`src/rtl/sc_therm_guard_pkg.sv`:
```
package sc_therm_guard_pkg;

    typedef enum logic [1:0] {
        ST_NORMAL    = 2'd0,
        ST_QUALIFY   = 2'd1,
        ST_TIMED_OFF = 2'd2,
        ST_THERMAL   = 2'd3
    } guard_state_e;

    localparam int FLAG_COUNT = 4;
    localparam int FLG_ILIM   = 0;
    localparam int FLG_VLOW   = 1;
    localparam int FLG_HOT    = 2;
    localparam int FLG_WARM   = 3;

endpackage

```
`src/rtl/sc_therm_guard_sync.sv`:
```
module sc_therm_guard_sync #(
    parameter int WIDTH  = 4,
    parameter int STAGES = 2
) (
    input  logic             clk,
    input  logic             rst_n,
    input  logic [WIDTH-1:0] d,
    output logic [WIDTH-1:0] q
);

    generate
        if (STAGES == 0) begin : g_bypass
            assign q = d;
        end else begin : g_chain
            logic [WIDTH-1:0] stg [STAGES];

            always_ff @(posedge clk) begin
                if (!rst_n) begin
                    for (int i = 0; i < STAGES; i++) begin
                        stg[i] <= '0;
                    end
                end else begin
                    stg[0] <= d;
                    for (int i = 1; i < STAGES; i++) begin
                        stg[i] <= stg[i-1];
                    end
                end
            end

            assign q = stg[STAGES-1];
        end
    endgenerate

endmodule

```
`src/rtl/sc_therm_guard_timer.sv`:
```
module sc_therm_guard_timer #(
    parameter int CW = 12
) (
    input  logic          clk,
    input  logic          rst_n,
    input  logic          clr,
    input  logic          inc,
    input  logic [CW-1:0] limit,
    output logic          at_limit
);

    logic [CW-1:0] count;

    always_ff @(posedge clk) begin
        if (!rst_n) begin
            count <= '0;
        end else if (clr) begin
            count <= '0;
        end else if (inc) begin
            count <= count + 1'b1;
        end
    end

    assign at_limit = (count == limit);

endmodule

```
`src/rtl/sc_therm_guard.sv`:
```
module sc_therm_guard
    import sc_therm_guard_pkg::*;
#(
    parameter int QUAL_CYC    = 1250,
    parameter int OFF_CYC     = 3750,
    parameter int SYNC_STAGES = 2
) (
    input  logic clk,
    input  logic rst_n,
    input  logic ilim_at_ss,
    input  logic vout_short,
    input  logic temp_over_hi,
    input  logic temp_over_lo,
    output logic pfet_force_off,
    output logic dev_shutdown,
    output logic stat_qualify,
    output logic stat_timed_off,
    output logic stat_thermal
);

    localparam int MAX_CYC = (QUAL_CYC > OFF_CYC) ? QUAL_CYC : OFF_CYC;
    localparam int CW      = $clog2(MAX_CYC + 1);
    localparam logic [CW-1:0] QUAL_LAST = CW'(QUAL_CYC - 1);
    localparam logic [CW-1:0] OFF_LAST  = CW'(OFF_CYC - 1);

    logic [FLAG_COUNT-1:0] flg_raw;
    logic [FLAG_COUNT-1:0] flg_s;
    logic                  short_s;
    logic                  hot_s;
    logic                  warm_s;

    guard_state_e state_q;
    guard_state_e state_d;

    logic          tmr_clr;
    logic          tmr_inc;
    logic [CW-1:0] tmr_limit;
    logic          tmr_done;

    // Bring the comparator flags into the clock domain
    assign flg_raw[FLG_ILIM] = ilim_at_ss;
    assign flg_raw[FLG_VLOW] = vout_short;
    assign flg_raw[FLG_HOT]  = temp_over_hi;
    assign flg_raw[FLG_WARM] = temp_over_lo;

    sc_therm_guard_sync #(
        .WIDTH  (FLAG_COUNT),
        .STAGES (SYNC_STAGES)
    ) sync_i (
        .clk   (clk),
        .rst_n (rst_n),
        .d     (flg_raw),
        .q     (flg_s)
    );

    assign short_s = flg_s[FLG_ILIM] & flg_s[FLG_VLOW];
    assign hot_s   = flg_s[FLG_HOT];
    assign warm_s  = flg_s[FLG_WARM];

    // One counter shared by the qualification window and the off interval
    assign tmr_clr   = (state_d != state_q);
    assign tmr_inc   = (state_q == ST_QUALIFY) || (state_q == ST_TIMED_OFF);
    assign tmr_limit = (state_q == ST_QUALIFY) ? QUAL_LAST : OFF_LAST;

    sc_therm_guard_timer #(
        .CW (CW)
    ) timer_i (
        .clk      (clk),
        .rst_n    (rst_n),
        .clr      (tmr_clr),
        .inc      (tmr_inc),
        .limit    (tmr_limit),
        .at_limit (tmr_done)
    );

    // State register
    always_ff @(posedge clk) begin
        if (!rst_n) begin
            state_q <= ST_NORMAL;
        end else begin
            state_q <= state_d;
        end
    end

    // Transitions; the over-temperature flag wins in every state
    always_comb begin
        state_d = state_q;
        unique case (state_q)
            ST_NORMAL: begin
                if (hot_s) begin
                    state_d = ST_THERMAL;
                end else if (short_s) begin
                    state_d = ST_QUALIFY;
                end
            end
            ST_QUALIFY: begin
                if (hot_s) begin
                    state_d = ST_THERMAL;
                end else if (!short_s) begin
                    state_d = ST_NORMAL;
                end else if (tmr_done) begin
                    state_d = ST_TIMED_OFF;
                end
            end
            ST_TIMED_OFF: begin
                if (hot_s) begin
                    state_d = ST_THERMAL;
                end else if (tmr_done) begin
                    state_d = ST_NORMAL;
                end
            end
            ST_THERMAL: begin
                if (!hot_s && !warm_s) begin
                    state_d = ST_NORMAL;
                end
            end
            default: state_d = ST_NORMAL;
        endcase
    end

    // Moore outputs
    always_comb begin
        pfet_force_off = 1'b0;
        dev_shutdown   = 1'b0;
        stat_qualify   = 1'b0;
        stat_timed_off = 1'b0;
        stat_thermal   = 1'b0;
        unique case (state_q)
            ST_NORMAL: begin
            end
            ST_QUALIFY: begin
                stat_qualify = 1'b1;
            end
            ST_TIMED_OFF: begin
                pfet_force_off = 1'b1;
                stat_timed_off = 1'b1;
            end
            ST_THERMAL: begin
                pfet_force_off = 1'b1;
                dev_shutdown   = 1'b1;
                stat_thermal   = 1'b1;
            end
            default: begin
            end
        endcase
    end

endmodule

```
`config.mk`:
```
export PLATFORM = sky130hd
export DESIGN_NAME = sc_therm_guard
export DESIGN_NICKNAME = d
export VERILOG_FILES = /design/src/rtl/sc_therm_guard_pkg.sv /design/src/rtl/sc_therm_guard_sync.sv /design/src/rtl/sc_therm_guard_timer.sv /design/src/rtl/sc_therm_guard.sv
export SDC_FILE = /design/constraint.sdc
export NUM_CORES = 1
export LEC_CHECK = 0
export ABC_AREA = 1
export BUFFER_PORTS_ARGS = -buffer_cell sky130_fd_sc_hd__buf_2
export CAP_MARGIN = 20
export CORE_AREA = 5 5 60 62
export DETAILED_ROUTE_END_ITERATION = 7
export DIE_AREA = 0 0 65 67
export PLACE_DENSITY = 0.6
export SYNTH_ARGS = -nofsm -noshare
export SYNTH_HDL_FRONTEND = slang
export SYNTH_SLANG_ARGS = --single-unit
```
`constraint.sdc`:
```
create_clock -name clk -period 1.8 [get_ports clk]
set_clock_uncertainty 0.15 [all_clocks]
set_input_delay 0.27 -clock clk [delete_from_list [all_inputs] [get_ports clk]]
set_output_delay 0.27 -clock clk [all_outputs]
set_load 0.01 [all_outputs]
```
==> flow_metrics.tcl, run 1 <==
set metrics [dict create \
    r2r_cells 13 \
    gpl.final_weighted_congestion 0.796 \
    remaining_antenna_violation_count_after_routing 0 \
    crit_start "timer_i.count[1]" \
    synth-async-reset-ratio 0 \
    dp_hpwl_mm 1.62 \
    cp_data_required_time_ps 1900 \
    number_of_port_buffers 10 \
    startpoint_type "flip-flop" \
    first_global_vias 924 \
    ys_seq_area_frac 0.382 \
    rows 20 \
    outcome "complete, but fails checks" \
    dp_slack_ps -64.3 \
    core_area_sq_mm 0.00298 \
    final.period_utilization 1.05 \
    dpl_cell_area_sq_mm 0.00134 \
    first_pass_grt_wire_length_mm 3.78 \
    critical_path_peak_fanout 6 \
    detailroute.wirelength.met2_mm 1.12 \
    layoutNonFillerInstCount 210 \
    synth_largest_type_area_fraction 0.382 \
    number_of_placed_instances_taps_included 200 \
    io_pins 11 \
    die_area_sq_mm 0.00436 \
    initial_core_util 0.387 \
    mappedNetlistNets 161 \
    dr_wl_met3_um 61 \
    grt_start_max_net_pins 13 \
    cts_num_sinks 22 \
    max-cap-violations 0 \
    numCtsBuffers 3 \
    synth_commonest_cells "sky130_fd_sc_hd__nand2_1 (33), sky130_fd_sc_hd__dfxtp_1 (22), sky130_fd_sc_hd__inv_1 (22), sky130_fd_sc_hd__nor2_1 (14), sky130_fd_sc_hd__nor2_2 (11)" \
    arrival_ps 2000 \
    smallest_setup_slack_after_layout_ps -97.9 \
    sequential_cell_area_sq_um 447 \
    netlist-cell-type-count 24 \
    detail_route.drc_violations 0 \
    antenna_found_initial 0 \
    synth_top_flop_cell "sky130_fd_sc_hd__dfxtp_1" \
    timing.setup.critical_path_class "reg -> reg" \
    top_layer_in_use "met4" \
    cts_max_level 1 \
    yosys.cell_count.top_type "sky130_fd_sc_hd__nand2_1" \
    drt-wirelength-per-cell_um 10.9 \
    syn-mean-instance-area_sq_um 7.73 \
    num-fill-cells 275 \
    cts_buffer_depth 2 \
    groute.usage.overall 0.113 \
    synth_area_sq_mm 0.00115 \
    r2r_slack_ps -100 \
    areaGrowthSynthToFinish_pct 35.6 \
    achievable_frequency_mhz 527 \
    worstReg2RegEnd "timer_i.count[2]" \
    number_of_warnings_issued_by_yosys 0 \
    drt_iter0_drc 20 \
    endpoint "timer_i.count[2]" \
    die_width_um 65 \
    cellPowerDensity_mw_per_mm2 791 \
    wirelength_met1_mm 1.04 \
    synth_enable_flop_cells 0 \
    leakage_nw 0.679 \
    drt_pass1_iterations 2 \
    final_core_util 0.525 \
    worstMarginPinSlew_ps 344 \
    synth_area_leaders "sky130_fd_sc_hd__dfxtp_1 (38%), sky130_fd_sc_hd__nand2_1 (11%), sky130_fd_sc_hd__inv_1 (7.2%)" \
    clk_transition_reported_paths_ps 120 \
    die_h_um 67 \
    number_of_cells_produced_by_synthesis 149 \
    power.ir.vdd_worst_v 0.000382 \
    totalWireLength_mm 2.28 \
    violations_in_the_final_reports "setup timing" \
    maxSlewViolCount 0 \
    synth_top_area_cell "sky130_fd_sc_hd__dfxtp_1" \
    globalRouteOverflowTotal 0 \
    detailroute.via_count 941 \
    ratio_of_cells_with_drive_above_1_in_the_final_layout 0.373 \
    critPathCaptureType "flip-flop" \
    worst_hold_path.num_cells 3 \
    detail_route.vias_per_cell 4.48 \
    area_of_the_multi_input_gates_sq_um 728 \
    slew-limit-headroom 0.768 \
    finalSetupTns_ps -890 \
    setup_viol 12 \
    final_cell_area_sq_mm 0.00156 \
    postSynthRegisterBits 22 \
    finalNetCount 190 \
    number_of_diodes 0 \
    cts-root-buf "sky130_fd_sc_hd__clkbuf_4" \
    critical_path.reg2reg.startpoint "timer_i.count[1]" \
    worst_skew_pair_latency_ps 300 \
    hold_viol 0 \
    cts_tree "done" \
    final.min_clock_period_ps 1900 \
    grt_setup_unrepaired "yes" \
    hold_path_class "in -> reg" \
]
worst min path at each step:
| stage | start | to | slack [ps] |
|---|---|---|---|
| 6_report | rst_n | sync_i.g_chain.stg[0][6] | 120 |
| 5_1_grt | rst_n | sync_i.g_chain.stg[0][5] | 120 |
| 4_1_cts | rst_n | sync_i.g_chain.stg[0][3] | 110 |
| 3_5_place_dp | sync_i.g_chain.stg[0][3] | sync_i.g_chain.stg[0][7] | 250 |
| 3_3_place_gp | sync_i.g_chain.stg[0][2] | sync_i.g_chain.stg[0][6] | 240 |
| 2_1_floorplan | ilim_at_ss | sync_i.g_chain.stg[0][0] | 220 |
cell type report:
| cell class | instances | area share |
|---|---|---|
| well taps | 33 | 0.0264 |
| repair buffers | 27 | 0.139 |
| flip-flops and latches | 22 | 0.286 |
| clock buffers | 4 | 0.0232 |
| multi-input cells | 100 | 0.466 |
| inverters | 24 | 0.0592 |
metrics by stage:
stage / power [mW] / hold slack (ps)
after floorplan: 0.753 / 218
after global placement: 0.847 / 245
after detailed placement: 0.854 / 251
after CTS: 1.15 / 113
after global routing: 1.31 / 116
final: 1.24 / 119
sequential cells by signal, summed over array words and instances (netlist names):
name                count
timer_i.count          12
state_q                 2
sync_i.g_chain.stg      8
where the power goes:
group / switching, mW / internal, mW / leakage, nW
clock: 0.143 / 0.123 / 0.0210
combinational: 0.233 / 0.204 / 0.477
sequential: 0.0179 / 0.514 / 0.181
logic make-up (layout without fill, tap and decap cells):
logic type | count (synthesis) | count (layout) | synth area share
AND/OR/NAND/NOR | 77 | 77 | 0.339
buffers and inverters | 27 | 55 | 0.0977
flip-flops | 22 | 22 | 0.382
XOR/XNOR | 11 | 11 | 0.0836
adder cells (fa/ha/maj) | 6 | 6 | 0.0651
AO/OA/AOI/OAI | 6 | 6 | 0.0326
critical path: stages (launching register included):
cell                        delay, ps
sky130_fd_sc_hd__dfxtp_2          350
sky130_fd_sc_hd__inv_1             60
sky130_fd_sc_hd__ha_2             180
sky130_fd_sc_hd__nand3_4           90
sky130_fd_sc_hd__nor2_4           110
sky130_fd_sc_hd__nand4_1          110
sky130_fd_sc_hd__nand2_1          100
sky130_fd_sc_hd__nand3_2           70
sky130_fd_sc_hd__nand2_2          100
sky130_fd_sc_hd__nand2_2           50
sky130_fd_sc_hd__nand2_2           90
sky130_fd_sc_hd__nand3_4          110
sky130_fd_sc_hd__clkbuf_16        190
sky130_fd_sc_hd__nor2_2            70
routing by layer:
layer	vias to the layer above	track usage
met3	7	0.0253
met2	11	0.192
met5	-	0
met1	418	0.132
met4	0	0.0633
li1	505	-
layout by cell type, fill, tap and decap left out, types with 2 or more instances in the layout:
cell type and count:
sky130_fd_sc_hd__nor2_2 2, sky130_fd_sc_hd__a21oi_1 2, sky130_fd_sc_hd__nor2_1 11, sky130_fd_sc_hd__buf_2 10
sky130_fd_sc_hd__nand2_2 6, sky130_fd_sc_hd__o21ai_0 2, sky130_fd_sc_hd__ha_4 2, sky130_fd_sc_hd__nor2_4 14
sky130_fd_sc_hd__dfxtp_2 2, sky130_fd_sc_hd__inv_2 2, sky130_fd_sc_hd__xnor2_1 6, sky130_fd_sc_hd__nand3_2 2
sky130_fd_sc_hd__clkbuf_4 3, sky130_fd_sc_hd__xor2_1 5, sky130_fd_sc_hd__dfxtp_1 19, sky130_fd_sc_hd__buf_4 11
sky130_fd_sc_hd__inv_1 20, sky130_fd_sc_hd__nand2_1 28, sky130_fd_sc_hd__nand4_1 4, sky130_fd_sc_hd__ha_1 3
sky130_fd_sc_hd__nand3_1 6, sky130_fd_sc_hd__nand3_4 2, sky130_fd_sc_hd__dlygate4sd3_1 4
repair_timing:
item,in CTS,in global routing
cloned,0,1
hold endpoints to repair,4,0
pin swaps,1,9
gates resized for setup,6,21
endpoints found under the setup margin,12,12
buffers inserted,1,0
hold buffers,4,0
Note: power is estimated with default switching activity, not from simulation.
==> run 2, diff against run 1 <==
- PLACE_DENSITY: 0.6 -> 0.58
- clock period: 1.8 -> 2.2 ns (I/O delays scaled with it)
==> run 2 against run 1 <==
Against the previous run:
- the flow now finishes without violations
- global-route usage fell by 0.43 points
- fmax fell by 4.5%
- worst setup slack improved by 310 ps
- utilization fell by 7.7 points
- sequential power fell by 18%
- die area did not move
- critical path depth fell by 4
- combinational power fell by 49%
- sequential share of layout area rose by 4.6 points
- total power fell by 22%
- via count fell by 5.7%
- count of clock-buffer cells in the layout fell by 1
- critical path type unchanged
==> flow_metrics.tcl, run 2 (same netlist as run 1, synthesis figures left out) <==
set metrics [dict create \
    outcome "finished clean" \
    globalRouteOverflowTotal 0 \
    smallest_setup_slack_after_layout_ps 212 \
    largest_register_ff_count 12 \
    cp_top_family "simple AND/OR/NAND/NOR gates" \
    cts_buffer_depth 2 \
    worstMarginPinSlew_ps 313 \
    number_of_placed_instances_taps_included 193 \
    first_global_vias 898 \
    final.min_clock_period_ps 1990 \
    ratio_of_cells_with_drive_above_1_in_the_final_layout 0.250 \
    dp_slack_ps 81.4 \
    numCtsBuffers 3 \
    cts-root-buf "sky130_fd_sc_hd__clkbuf_4" \
    areaGrowthSynthToFinish_pct 15.6 \
    cp_common_cell "sky130_fd_sc_hd__inv_1" \
    achievable_frequency_mhz 503 \
    timing.setup.critical_path_class "reg -> reg" \
    max-cap-violations 0 \
    core_area_sq_mm 0.00298 \
    finalNetCount 177 \
    number_of_port_buffers 10 \
    initial_core_util 0.387 \
    groute.usage.overall 0.109 \
    layoutNonFillerInstCount 197 \
    arrival_ps 2090 \
    clk_transition_reported_paths_ps 120 \
    gpl.final_weighted_congestion 0.837 \
    critPathCaptureType "flip-flop" \
    die_width_um 65 \
    dpl_cell_area_sq_mm 0.00126 \
    cp_data_required_time_ps 2300 \
    slew-limit-headroom 0.789 \
    setup_repair_bufs_after_cts 0 \
    number_of_diodes 0 \
    die_h_um 67 \
    detailroute.via_count 887 \
    timing.critical_path.slowest_stage_cell "sky130_fd_sc_hd__dfxtp_2" \
    detail_route.vias_per_cell 4.50 \
    dp_hpwl_mm 1.57 \
    first_pass_grt_wire_length_mm 3.64 \
    final_core_util 0.447 \
    hold_path_class "in -> reg" \
    r2r_slack_ps 210 \
    critPathMaxStageDelay_ps 410 \
    totalWireLength_mm 1.95 \
    setup_viol 0 \
    power.ir.vdd_worst_v 0.000374 \
    drt_iter0_drc 42 \
    leakage_nw 0.598 \
    cts_tree "done" \
    grt_start_max_net_pins 14 \
    reg.largest.list "timer_i.count x12, sync_i.g_chain.stg x8, state_q x2" \
    rows 20 \
    startpoint_type "flip-flop" \
    remaining_antenna_violation_count_after_routing 0 \
    mostFrequentLayoutCells "sky130_fd_sc_hd__nand2_1 (33), sky130_fd_sc_hd__inv_1 (22), sky130_fd_sc_hd__dfxtp_1 (21)" \
    drt-wirelength-per-cell_um 9.88 \
    final_cell_area_sq_mm 0.00133 \
    critical_path_peak_fanout 6 \
    finalSetupTns_ps 0 \
    cellPowerDensity_mw_per_mm2 722 \
    drt_pass1_iterations 5 \
    worst_hold_margin_ps 42.5 \
    grt_setup_unrepaired "no" \
    cts_max_level 1 \
    cp_cell_sequence "inv_1 > ha_4 > nand2_1 > nor3b_2 > nand4_1 > nor2_1 > xor2_1 > inv_1 > nor2_2" \
    cts_num_sinks 22 \
    largest-register "timer_i.count" \
    cp.buffers_inverters 2 \
    io_pins 11 \
    worst_skew_pair_latency_ps 310 \
    final.period_utilization 0.904 \
    postCtsHoldBufs 0 \
    die_area_sq_mm 0.00436 \
    layout.cells.most_common "sky130_fd_sc_hd__nand2_1" \
    antenna_found_initial 0 \
    detail_route.drc_violations 0 \
    cts.repair.resized 0 \
    hold_viol 0 \
    design_power_total_mw 0.962 \
    maxSlewViolCount 0 \
]
[run 2: power breakdown]
group | switching, mW | total (mW) | internal, mW | leakage [nW]
Sequential | 0.0177 | 0.436 | 0.419 | 0.180
Clock | 0.121 | 0.305 | 0.184 | 0.0279
Combinational | 0.127 | 0.221 | 0.0938 | 0.390
Total | 0.266 | 0.962 | 0.697 | 0.598
[run 2: worst reg2reg max path: stages (launching register included)]
cell                      delay, ps
sky130_fd_sc_hd__dfxtp_2        410
sky130_fd_sc_hd__inv_1          130
sky130_fd_sc_hd__ha_4           310
sky130_fd_sc_hd__nand2_1         90
sky130_fd_sc_hd__nor3b_2        230
sky130_fd_sc_hd__nand4_1        170
sky130_fd_sc_hd__nor2_1         150
sky130_fd_sc_hd__xor2_1         150
sky130_fd_sc_hd__inv_1           60
sky130_fd_sc_hd__nor2_2          80
[run 2: final timing paths]
path,startpoint,endpoint,cells past startpoint
worst max-delay path,state_q[0],timer_i.count[10],9
worst min-delay path,ilim_at_ss,sync_i.g_chain.stg[0][0],3
worst max register to register,state_q[0],timer_i.count[10],9
worst min register to register,sync_i.g_chain.stg[0][0],sync_i.g_chain.stg[0][4],2
[run 2: cell type report]
cell class                 count  area, sq um
sequential                    22          442
tap                           33         41.3
clock inverter                 1         30.0
multi-input combinational    100          614
clock buffer                   3         22.5
timing repair buffer          14         92.6
inverter                      24         90.1
fill                         294         1650
[run 2: metal layers]
metal,GRT usage,part of all wire,vias up
met3,0.0152,0.036,2
met5,0,0,-
met2,0.181,0.45,17
met1,0.133,0.50,388
li1,-,-,480
met4,0.0660,0.0092,0
